$ cat config.mk
export PLATFORM = sky130hd
export DESIGN_NAME = daisy_frame_rx
export DESIGN_NICKNAME = d
export VERILOG_FILES = /design/src/rtl/dfr_pkg.sv /design/src/rtl/dfr_seq.sv /design/src/rtl/dfr_fwd.sv /design/src/rtl/dfr_share.sv /design/src/rtl/daisy_frame_rx.sv
export SDC_FILE = /design/constraint.sdc
export NUM_CORES = 1
export LEC_CHECK = 0
export ABC_AREA = 1
export BUFFER_PORTS_ARGS = -buffer_cell sky130_fd_sc_hd__buf_2
export CAP_MARGIN = 30
export CORE_UTILIZATION = 57
export CTS_BUF_LIST = sky130_fd_sc_hd__clkbuf_8 sky130_fd_sc_hd__clkbuf_16
export DETAILED_ROUTE_END_ITERATION = 16
export PLACE_DENSITY = 0.81
export RECOVER_POWER = 100
export SYNTH_ARGS = -nofsm -noshare
export SYNTH_HDL_FRONTEND = slang
export SYNTH_SLANG_ARGS = --single-unit
$ cat constraint.sdc
create_clock -name clk -period 2 [get_ports clk]
set_clock_uncertainty 0.15 [all_clocks]
set_input_delay 0.3 -clock clk [delete_from_list [all_inputs] [get_ports clk]]
set_output_delay 0.3 -clock clk [all_outputs]
set_load 0.005 [all_outputs]
$ cat src/rtl/dfr_pkg.sv
package dfr_pkg;
  typedef enum logic [1:0] {
    ST_IDLE,
    ST_HDR,
    ST_SHARE,
    ST_PASS
  } dfr_state_e;
endpackage

$ cat src/rtl/dfr_seq.sv
module dfr_seq
  import dfr_pkg::*;
#(
  parameter int SB = 128,
  parameter int HW = 8,
  parameter int TW = 8
) (
  input  logic       clk,
  input  logic       rst,
  input  logic       ld_in,
  input  logic       sd_in,
  output dfr_state_e st,
  output logic       share_en,
  output logic       replay_on,
  output logic       replay_bit,
  output logic       commit
);
  localparam int CNTW = $clog2(SB);
  localparam int REMW = $clog2(TW + 1);
  localparam int REPLAY_START = SB - HW;

  logic [CNTW-1:0] cnt;
  logic [REMW-1:0] rem;
  logic [HW-1:0]   rep;
  logic            tail_q;

  always_comb begin
    share_en   = (st == ST_SHARE) && ld_in;
    replay_on  = share_en && (cnt >= CNTW'(REPLAY_START));
    replay_bit = rep[HW-1];
    commit     = (st == ST_PASS) && !ld_in && (!tail_q || rem == REMW'(TW));
  end

  always_ff @(posedge clk) begin
    if (rst) begin
      st     <= ST_IDLE;
      cnt    <= '0;
      rem    <= '0;
      rep    <= '0;
      tail_q <= 1'b0;
    end else begin
      case (st)
        ST_IDLE: begin
          if (ld_in) begin
            rep <= {rep[HW-2:0], sd_in};
            cnt <= CNTW'(1);
            st  <= ST_HDR;
          end
        end
        ST_HDR: begin
          if (!ld_in) begin
            st <= ST_IDLE;
          end else begin
            rep <= {rep[HW-2:0], sd_in};
            cnt <= cnt + 1'b1;
            if (cnt == CNTW'(HW - 1)) begin
              st     <= ST_SHARE;
              cnt    <= '0;
              tail_q <= sd_in;
              rem    <= '0;
            end
          end
        end
        ST_SHARE: begin
          if (!ld_in) begin
            st <= ST_IDLE;
          end else begin
            cnt <= cnt + 1'b1;
            if (replay_on) rep <= {rep[HW-2:0], 1'b0};
            if (cnt == CNTW'(SB - 1)) st <= ST_PASS;
          end
        end
        ST_PASS: begin
          if (!ld_in) st <= ST_IDLE;
          else if (rem != REMW'(TW)) rem <= rem + 1'b1;
        end
        default: st <= ST_IDLE;
      endcase
    end
  end
endmodule

$ cat src/rtl/dfr_fwd.sv
module dfr_fwd
  import dfr_pkg::*;
(
  input  logic       clk,
  input  logic       rst,
  input  dfr_state_e st,
  input  logic       ld_in,
  input  logic       sd_in,
  input  logic       replay_on,
  input  logic       replay_bit,
  output logic       sd_out,
  output logic       ld_out
);
  always_ff @(posedge clk) begin
    if (rst) begin
      sd_out <= 1'b0;
      ld_out <= 1'b0;
    end else if (st == ST_PASS) begin
      sd_out <= ld_in & sd_in;
      ld_out <= ld_in;
    end else if (replay_on) begin
      sd_out <= replay_bit;
      ld_out <= 1'b1;
    end else begin
      sd_out <= 1'b0;
      ld_out <= 1'b0;
    end
  end
endmodule

$ cat src/rtl/dfr_share.sv
module dfr_share #(
  parameter int NCH = 16,
  parameter int CW  = 8
) (
  input  logic              clk,
  input  logic              rst,
  input  logic              share_en,
  input  logic              sd_in,
  input  logic              commit,
  output logic [NCH*CW-1:0] word,
  output logic              stb
);
  localparam int SB = NCH * CW;

  logic [SB-1:0] share_sr;
  logic [SB-1:0] word_nx;

  for (genvar c = 0; c < NCH; c++) begin : g_chan
    assign word_nx[c*CW +: CW] = share_sr[SB-1-c*CW -: CW];
  end

  always_ff @(posedge clk) begin
    if (rst) begin
      share_sr <= '0;
      word     <= '0;
      stb      <= 1'b0;
    end else begin
      if (share_en) share_sr <= {share_sr[SB-2:0], sd_in};
      if (commit) word <= word_nx;
      stb <= commit;
    end
  end
endmodule

$ cat src/rtl/daisy_frame_rx.sv
module daisy_frame_rx
  import dfr_pkg::*;
#(
  parameter int NCH = 16,
  parameter int CW  = 8,
  parameter int HW  = 8,
  parameter int TW  = 8
) (
  input  logic              clk,
  input  logic              rst,
  input  logic              ser_in,
  input  logic              load_in,
  output logic              ser_out,
  output logic              load_out,
  output logic [NCH*CW-1:0] chan_word,
  output logic              latch_stb
);
  localparam int SB = NCH * CW;

  dfr_state_e st;
  logic share_en, replay_on, replay_bit, commit;

  dfr_seq #(.SB(SB), .HW(HW), .TW(TW)) u_seq (
    .clk(clk), .rst(rst), .ld_in(load_in), .sd_in(ser_in), .st(st),
    .share_en(share_en), .replay_on(replay_on), .replay_bit(replay_bit),
    .commit(commit)
  );

  dfr_fwd u_fwd (
    .clk(clk), .rst(rst), .st(st), .ld_in(load_in), .sd_in(ser_in),
    .replay_on(replay_on), .replay_bit(replay_bit),
    .sd_out(ser_out), .ld_out(load_out)
  );

  dfr_share #(.NCH(NCH), .CW(CW)) u_share (
    .clk(clk), .rst(rst), .share_en(share_en), .sd_in(ser_in),
    .commit(commit), .word(chan_word), .stb(latch_stb)
  );
endmodule

Word level (Yosys, flattened, before mapping)
Cells that the tools add are included.
{"block": "op_classes", "addsub": 2, "n_mul": 0, "div_mod_pow": 0, "magnitude_cmp": 1, "eq_ne": 18, "n_shift": 0, "n_mux": 25, "n_bitwise": 1, "reduce_logical": 17}
{"cell": "$mux W7", "n": 4}
{"cell": "$mux W8", "n": 3}
{"cell": "$pmux W7 S3", "n": 1}
{"cell": "$mux W4", "n": 4}
{"cell": "$pmux W8 S2", "n": 1}
{"cell": "$ne A2 B2 Y1 const B", "n": 7}
{"cell": "$mux W2", "n": 6}
{"cell": "$reduce_and A4 Y1", "n": 3}
{"cell": "$pmux W2 S4", "n": 1}
{"cell": "$pmux W4 S2", "n": 1}
{"cell": "$add A7 B1 Y7 const B", "n": 1}
{"cell": "$eq A7 B3 Y1 const B", "n": 1}
{"cell": "$eq A7 B7 Y1 const B", "n": 1}
{"cell": "$ge A7 B7 Y1 const B", "n": 1}
{"cell": "$reduce_and A5 Y1", "n": 1}
{"cell": "$add A4 B1 Y4 const B", "n": 1}
{"cell": "$eq A2 B2 Y1 const B", "n": 2}
{"cell": "$eq A4 B4 Y1 const B", "n": 1}
{"cell": "$logic_and A1 B1 Y1", "n": 4}
{"cell": "$mux W1", "n": 4}
{"cell": "$ne A2 B1 Y1 const B", "n": 2}
{"cell": "$ne A4 B4 Y1 const B", "n": 1}
{"cell": "$reduce_bool A2 Y1", "n": 2}
{"cell": "$ne A3 B2 Y1 const B", "n": 1}
{"cell": "9 further kinds", "n": 10}
{"block": "totals", "regBits": 281, "latchBits": 0, "ramBits": 0, "romBits": 0, "inputBits": 4, "out_inout_bits": 131, "n_memories": 0}

Logic depth before layout (Yosys ltp)
{"block": "depth", "ltp_word": 6, "mapped_depth": 10}

Modules after synthesis
A second synthesis with hierarchy kept.
{"block": "unflattened", "hier_cells": 1696, "area_unflattened_um2": 11422.2}
{"mod": "dfr_share", "n_inst": 1, "cells_per_inst": 1498, "area_each_um2": 10037.1, "seq_area_each_um2": 5144.9}
{"mod": "dfr_seq", "n_inst": 1, "cells_per_inst": 181, "area_each_um2": 1281.2, "seq_area_each_um2": 440.4}
{"mod": "dfr_fwd", "n_inst": 1, "cells_per_inst": 17, "area_each_um2": 103.8, "seq_area_each_um2": 40.0}

Worst setup path before layout
No wires, ideal clock.
{"block": "synth_timing", "path_type": "register to register", "startpoint": "reg u_seq.st[1]", "endpoint": "reg u_seq.cnt[1]", "setup_ns": 0.116, "t_arrival_ns": 1.392, "slack_ns": 0.342, "path_stages_with_launch": 9, "n_path_buf": 0, "cell_sequence": "dfxtp_1 inv_1 ha_1 o21ai_0 nand2_2 inv_2 nand2_1 nand2_1 nor2_1"}
{"block": "synth_between", "elab_chain_len": 3}
{"element": "start, declared", "line_no": "dfr_seq.sv:12", "text": "output dfr_state_e st,"}
{"element": "start signal, assigned", "line_no": "dfr_seq.sv:36", "text": "st <= ST_IDLE;"}
{"element": "start signal, assigned", "line_no": "dfr_seq.sv:47", "text": "st <= ST_HDR;"}
{"element": "start signal, assigned", "line_no": "dfr_seq.sv:52", "text": "st <= ST_IDLE;"}
{"element": "$eq A2 B1 Y1 (tied with other cells)", "line_no": "dfr_seq.sv:42", "text": "case (st)"}
{"element": "$ne A2 B2 Y1 (no source line) / $reduce_bool A3 Y1 (equally long branches)"}
{"element": "$reduce_and A4 Y1 (no source line)"}
{"element": "end signal, assigned", "line_no": "dfr_seq.sv:55", "text": "cnt <= cnt + 1'b1;"}
{"element": "end signal, assigned", "line_no": "dfr_seq.sv:68", "text": "cnt <= cnt + 1'b1;"}
{"element": "end, declared", "line_no": "dfr_seq.sv:22", "text": "logic [CNTW-1:0] cnt;"}
Parallel ways exist; a longest one is shown, timed or not.
A chain may end at the register's enable or synchronous reset.

Final worst setup path
{"block": "layout_timing", "startpoint": "reg u_seq.st[0]", "endpoint": "reg u_share.share_sr[58]"}
{"block": "layout_between", "elab_chain_len": 2}
{"element": "$eq A2 B2 Y1", "line_no": "dfr_seq.sv:28", "text": "share_en = (st == ST_SHARE) && ld_in;"}
{"element": "$logic_and A1 B1 Y1", "line_no": "dfr_seq.sv:28"}
{"element": "end signal, assigned", "line_no": "dfr_share.sv:28", "text": "if (share_en) share_sr <= {share_sr[SB-2:0], sd_in};"}
{"element": "end, declared", "line_no": "dfr_share.sv:15", "text": "logic [SB-1:0] share_sr;"}
No other way between the ends.

==> impl_metrics.env <==
export IMPL_worst_ep_arrival_time_ns=2.15
export IMPL_worst_pin_slew_ns=0.615
export IMPL_fin_util_pct=67.5
export IMPL_seq_area_um2=5630
export IMPL_antenna_found_initial=0
export IMPL_diodes=0
export IMPL_synthesis_nets=1340
export IMPL_grt_overflow_total=0
export IMPL_drt_vias_per_instance=5.13
export IMPL_fin_crit_sh_pct=92.5
export IMPL_drtPass1Iterations=5
export IMPL_finalSetupViolCount=0
export IMPL_netlist_instances=1326
export IMPL_gp_congestion=0.898
export IMPL_holdWs_ns=0.0297
export IMPL_critPathLaunchType="register"
export IMPL_grt_usage_pct=21.7
export IMPL_cts_root_buf="clkbuf_16"
export IMPL_slowest_stage="dfxtp_1"
export IMPL_clock_sinks=281
export IMPL_p_leak_nw=4.65
export IMPL_cts_buffer_depth=3
export IMPL_ant_nets=0
export IMPL_cts_clk_slew_worst_paths_ns=0.06
export IMPL_ys_warn_count=0
export IMPL_routed_wl_um=20600
export IMPL_row_count=49
export IMPL_place_hpwl_um=13000
export IMPL_syn_area_per_cell_um2=7.83
export IMPL_drcViolationCount=0
export IMPL_die_area_um2=18800
export IMPL_max_freq_mhz=541
export IMPL_status="completed"
export IMPL_io_pins=135
export IMPL_p_per_area_nw_per_um2=1270
export IMPL_synth_seq_cells=281
export IMPL_hold_viol=0
export IMPL_hold_class="in -> reg"
export IMPL_insertion_delay_ns=0.52
export IMPL_synthArstFlopShare_pct=0
export IMPL_grt_max_degree=95
export IMPL_slew_headroom_pct=59.0
export IMPL_crit_type="reg -> reg"
export IMPL_max_cap_violations=0
export IMPL_crit_buf_inv=3
export IMPL_synth_cell_area_um2=10400
export IMPL_rsz0062_at_grt="false"
export IMPL_layout_min_cycle_time_ns=1.85
export IMPL_cts_tree="built"
export IMPL_cts_buffers_inserted=28
export IMPL_drtIter0Drc=558
export IMPL_endpoint_kind="register"
export IMPL_fp_dieH_um=137
export IMPL_fillCellCount=1510
export IMPL_worstPathRequired_ns=2.30
export IMPL_path_cells="inv_1 > ha_1 > nand2_4 > inv_4 > buf_6 > nor2_1 > nor2_1"
export IMPL_synth_cell_types=26
export IMPL_cp_common_cell="nor2_1"
export IMPL_crit_fanout=30
export IMPL_fp_dieW_um=137
export IMPL_multi_input_area_um2=3670
export IMPL_cts_max_level=1
export IMPL_setup_ws_ns=0.151
export IMPL_postCtsSetupBuffers=0
export IMPL_grt_pass1_wl_um=33900
export IMPL_grt_pass1_vias=7404
export IMPL_setup_tns_final_ns=0
export IMPL_synth_yosys_seq_area_share_pct=54.1
export IMPL_max_vdd_ir_drop_mv=0.867
export IMPL_dr_total_vias=8590
export IMPL_area_growth_pct=16.3
export IMPL_dp_slack_ns=0.166
export IMPL_p_total_w=0.0153
export IMPL_layout_nets=1437
export IMPL_core_um2=17900
export IMPL_synth_enable_flop_cells=0
export IMPL_wl_per_cell_um=12.3
export IMPL_cpPeakStageDelay_ns=0.36
export IMPL_port_buffers=134
export IMPL_initial_core_util_pct=58.0
export IMPL_report_final_slew_viol_count=0
export IMPL_drive_gt1_share_pct=9.00
export IMPL_crit_family="buffers and inverters"
export IMPL_ys_flop_type="dfxtp_1"
==> worst register-to-register path, cell delays in order (launching register included) <==
cell and delay, ns:
dfxtp_1 0.36, inv_1 0.14, ha_1 0.31, nand2_4 0.12
inv_4 0.21, buf_6 0.29, nor2_1 0.09, nor2_1 0.12
==> final timing paths <==
path,from,to,slack [ns],cells past startpoint
max reg2reg,u_seq.st[0]$_SDFFE_PP0P_,u_share.share_sr[58]$_SDFFE_PP0P_,0.15,7
max,u_seq.st[0]$_SDFFE_PP0P_,u_share.share_sr[58]$_SDFFE_PP0P_,0.15,7
min reg2reg,u_share.word[115]$_SDFFE_PP0P_,u_share.word[115]$_SDFFE_PP0P_,0.29,2
min,load_in,u_fwd.ld_out$_SDFF_PP0_,0.03,3
==> power breakdown <==
group / internal, W / switching, W
sequential: 0.00645 / 0.000539
clock: 0.00346 / 0.00211
combinational: 0.00106 / 0.00171
total: 0.0110 / 0.00436
==> cell type report <==
type / instances / area share [%]
clock buffers: 34 / 6.58
clock inverters: 18 / 1.80
inverters: 163 / 5.13
multi-input cells: 794 / 30.4
flip-flops and latches: 281 / 46.6
well taps: 229 / 2.37
repair buffers: 155 / 7.16
==> flip-flops by register name, indices dropped and copies added, names as in the netlist <==
| register | cells |
|---|---|
| u_seq.st | 2 |
| u_fwd.sd_out | 1 |
| u_seq.cnt | 7 |
| u_seq.rem | 4 |
| u_seq.tail_q | 1 |
| u_seq.rep | 8 |
| u_fwd.ld_out | 1 |
| u_share.word | 128 |
| u_share.share_sr | 128 |
| u_share.stb | 1 |
==> logic make-up (layout without fill, tap and decap cells) <==
group                    Yosys count  count (layout)  share of synthesized area, %
buffers and inverters            251             370                          10.6
AO/OA/AOI/OAI                    411             411                          19.9
AND/OR/NAND/NOR                  372             372                          14.0
flip-flops                       281             281                          54.1
adder cells (fa/ha/maj)           10              10                          1.20
XOR/XNOR                           1               1                        0.0843
==> through the flow <==
step,std cells,cell area (um^2)
floorplan,1326,10400
global placement,1620,11200
detailed placement,1620,11200
CTS,1674,12200
global route,1674,12100
finish,1674,12100
==> cells in the mapped netlist (2+ instances only) <==
cell      number  share of area [%]
a21oi_1      144                6.9
a21oi_2        2               0.17
buf_2         32                1.5
buf_4          7               0.51
buf_6          9               0.98
clkbuf_1      31                1.1
clkbuf_2       7               0.34
dfxtp_1      281                 54
ha_1          10                1.2
inv_1        159                5.7
inv_2          4               0.14
nand2_1       52                1.9
nand2_2        2               0.12
nand3_1       18               0.87
nand4_1        5               0.30
nor2_1       291                 11
nor3_1         2              0.096
o21ai_0      170                8.2
o21ai_1       93                4.5
==> placed cells by master (no fill, tap or decap), drive strengths merged <==
cell,Yosys,layout
a21oi,146,146
inv,163,167
clkbuf,38,119
dlygate4sd3,0,2
xnor2,1,1
nand4,5,5
nor2,291,291
nand2,54,54
clkinv,0,9
nand3,20,20
bufinv,0,5
a31oi,1,1
buf,50,68
dfxtp,281,281
ha,10,10
nor3,2,2
o21ai,264,264
==> per-layer routing <==
layer	track usage (%)	vias to the layer above	share of wire, %
met4	5.86	0	1.9
met1	28.5	3943	46
met2	37.0	185	47
li1	-	4431	-
met5	0	-	0
met3	3.59	31	5.4
==> what timing repair did <==
action                                  4_1_cts  5_1_grt
endpoints found under the setup margin        0        6
hold buffers                                  2        0
resized for setup                             0        2
endpoints found under the hold margin         8        0
Note: power is estimated with default switching activity, not from simulation.
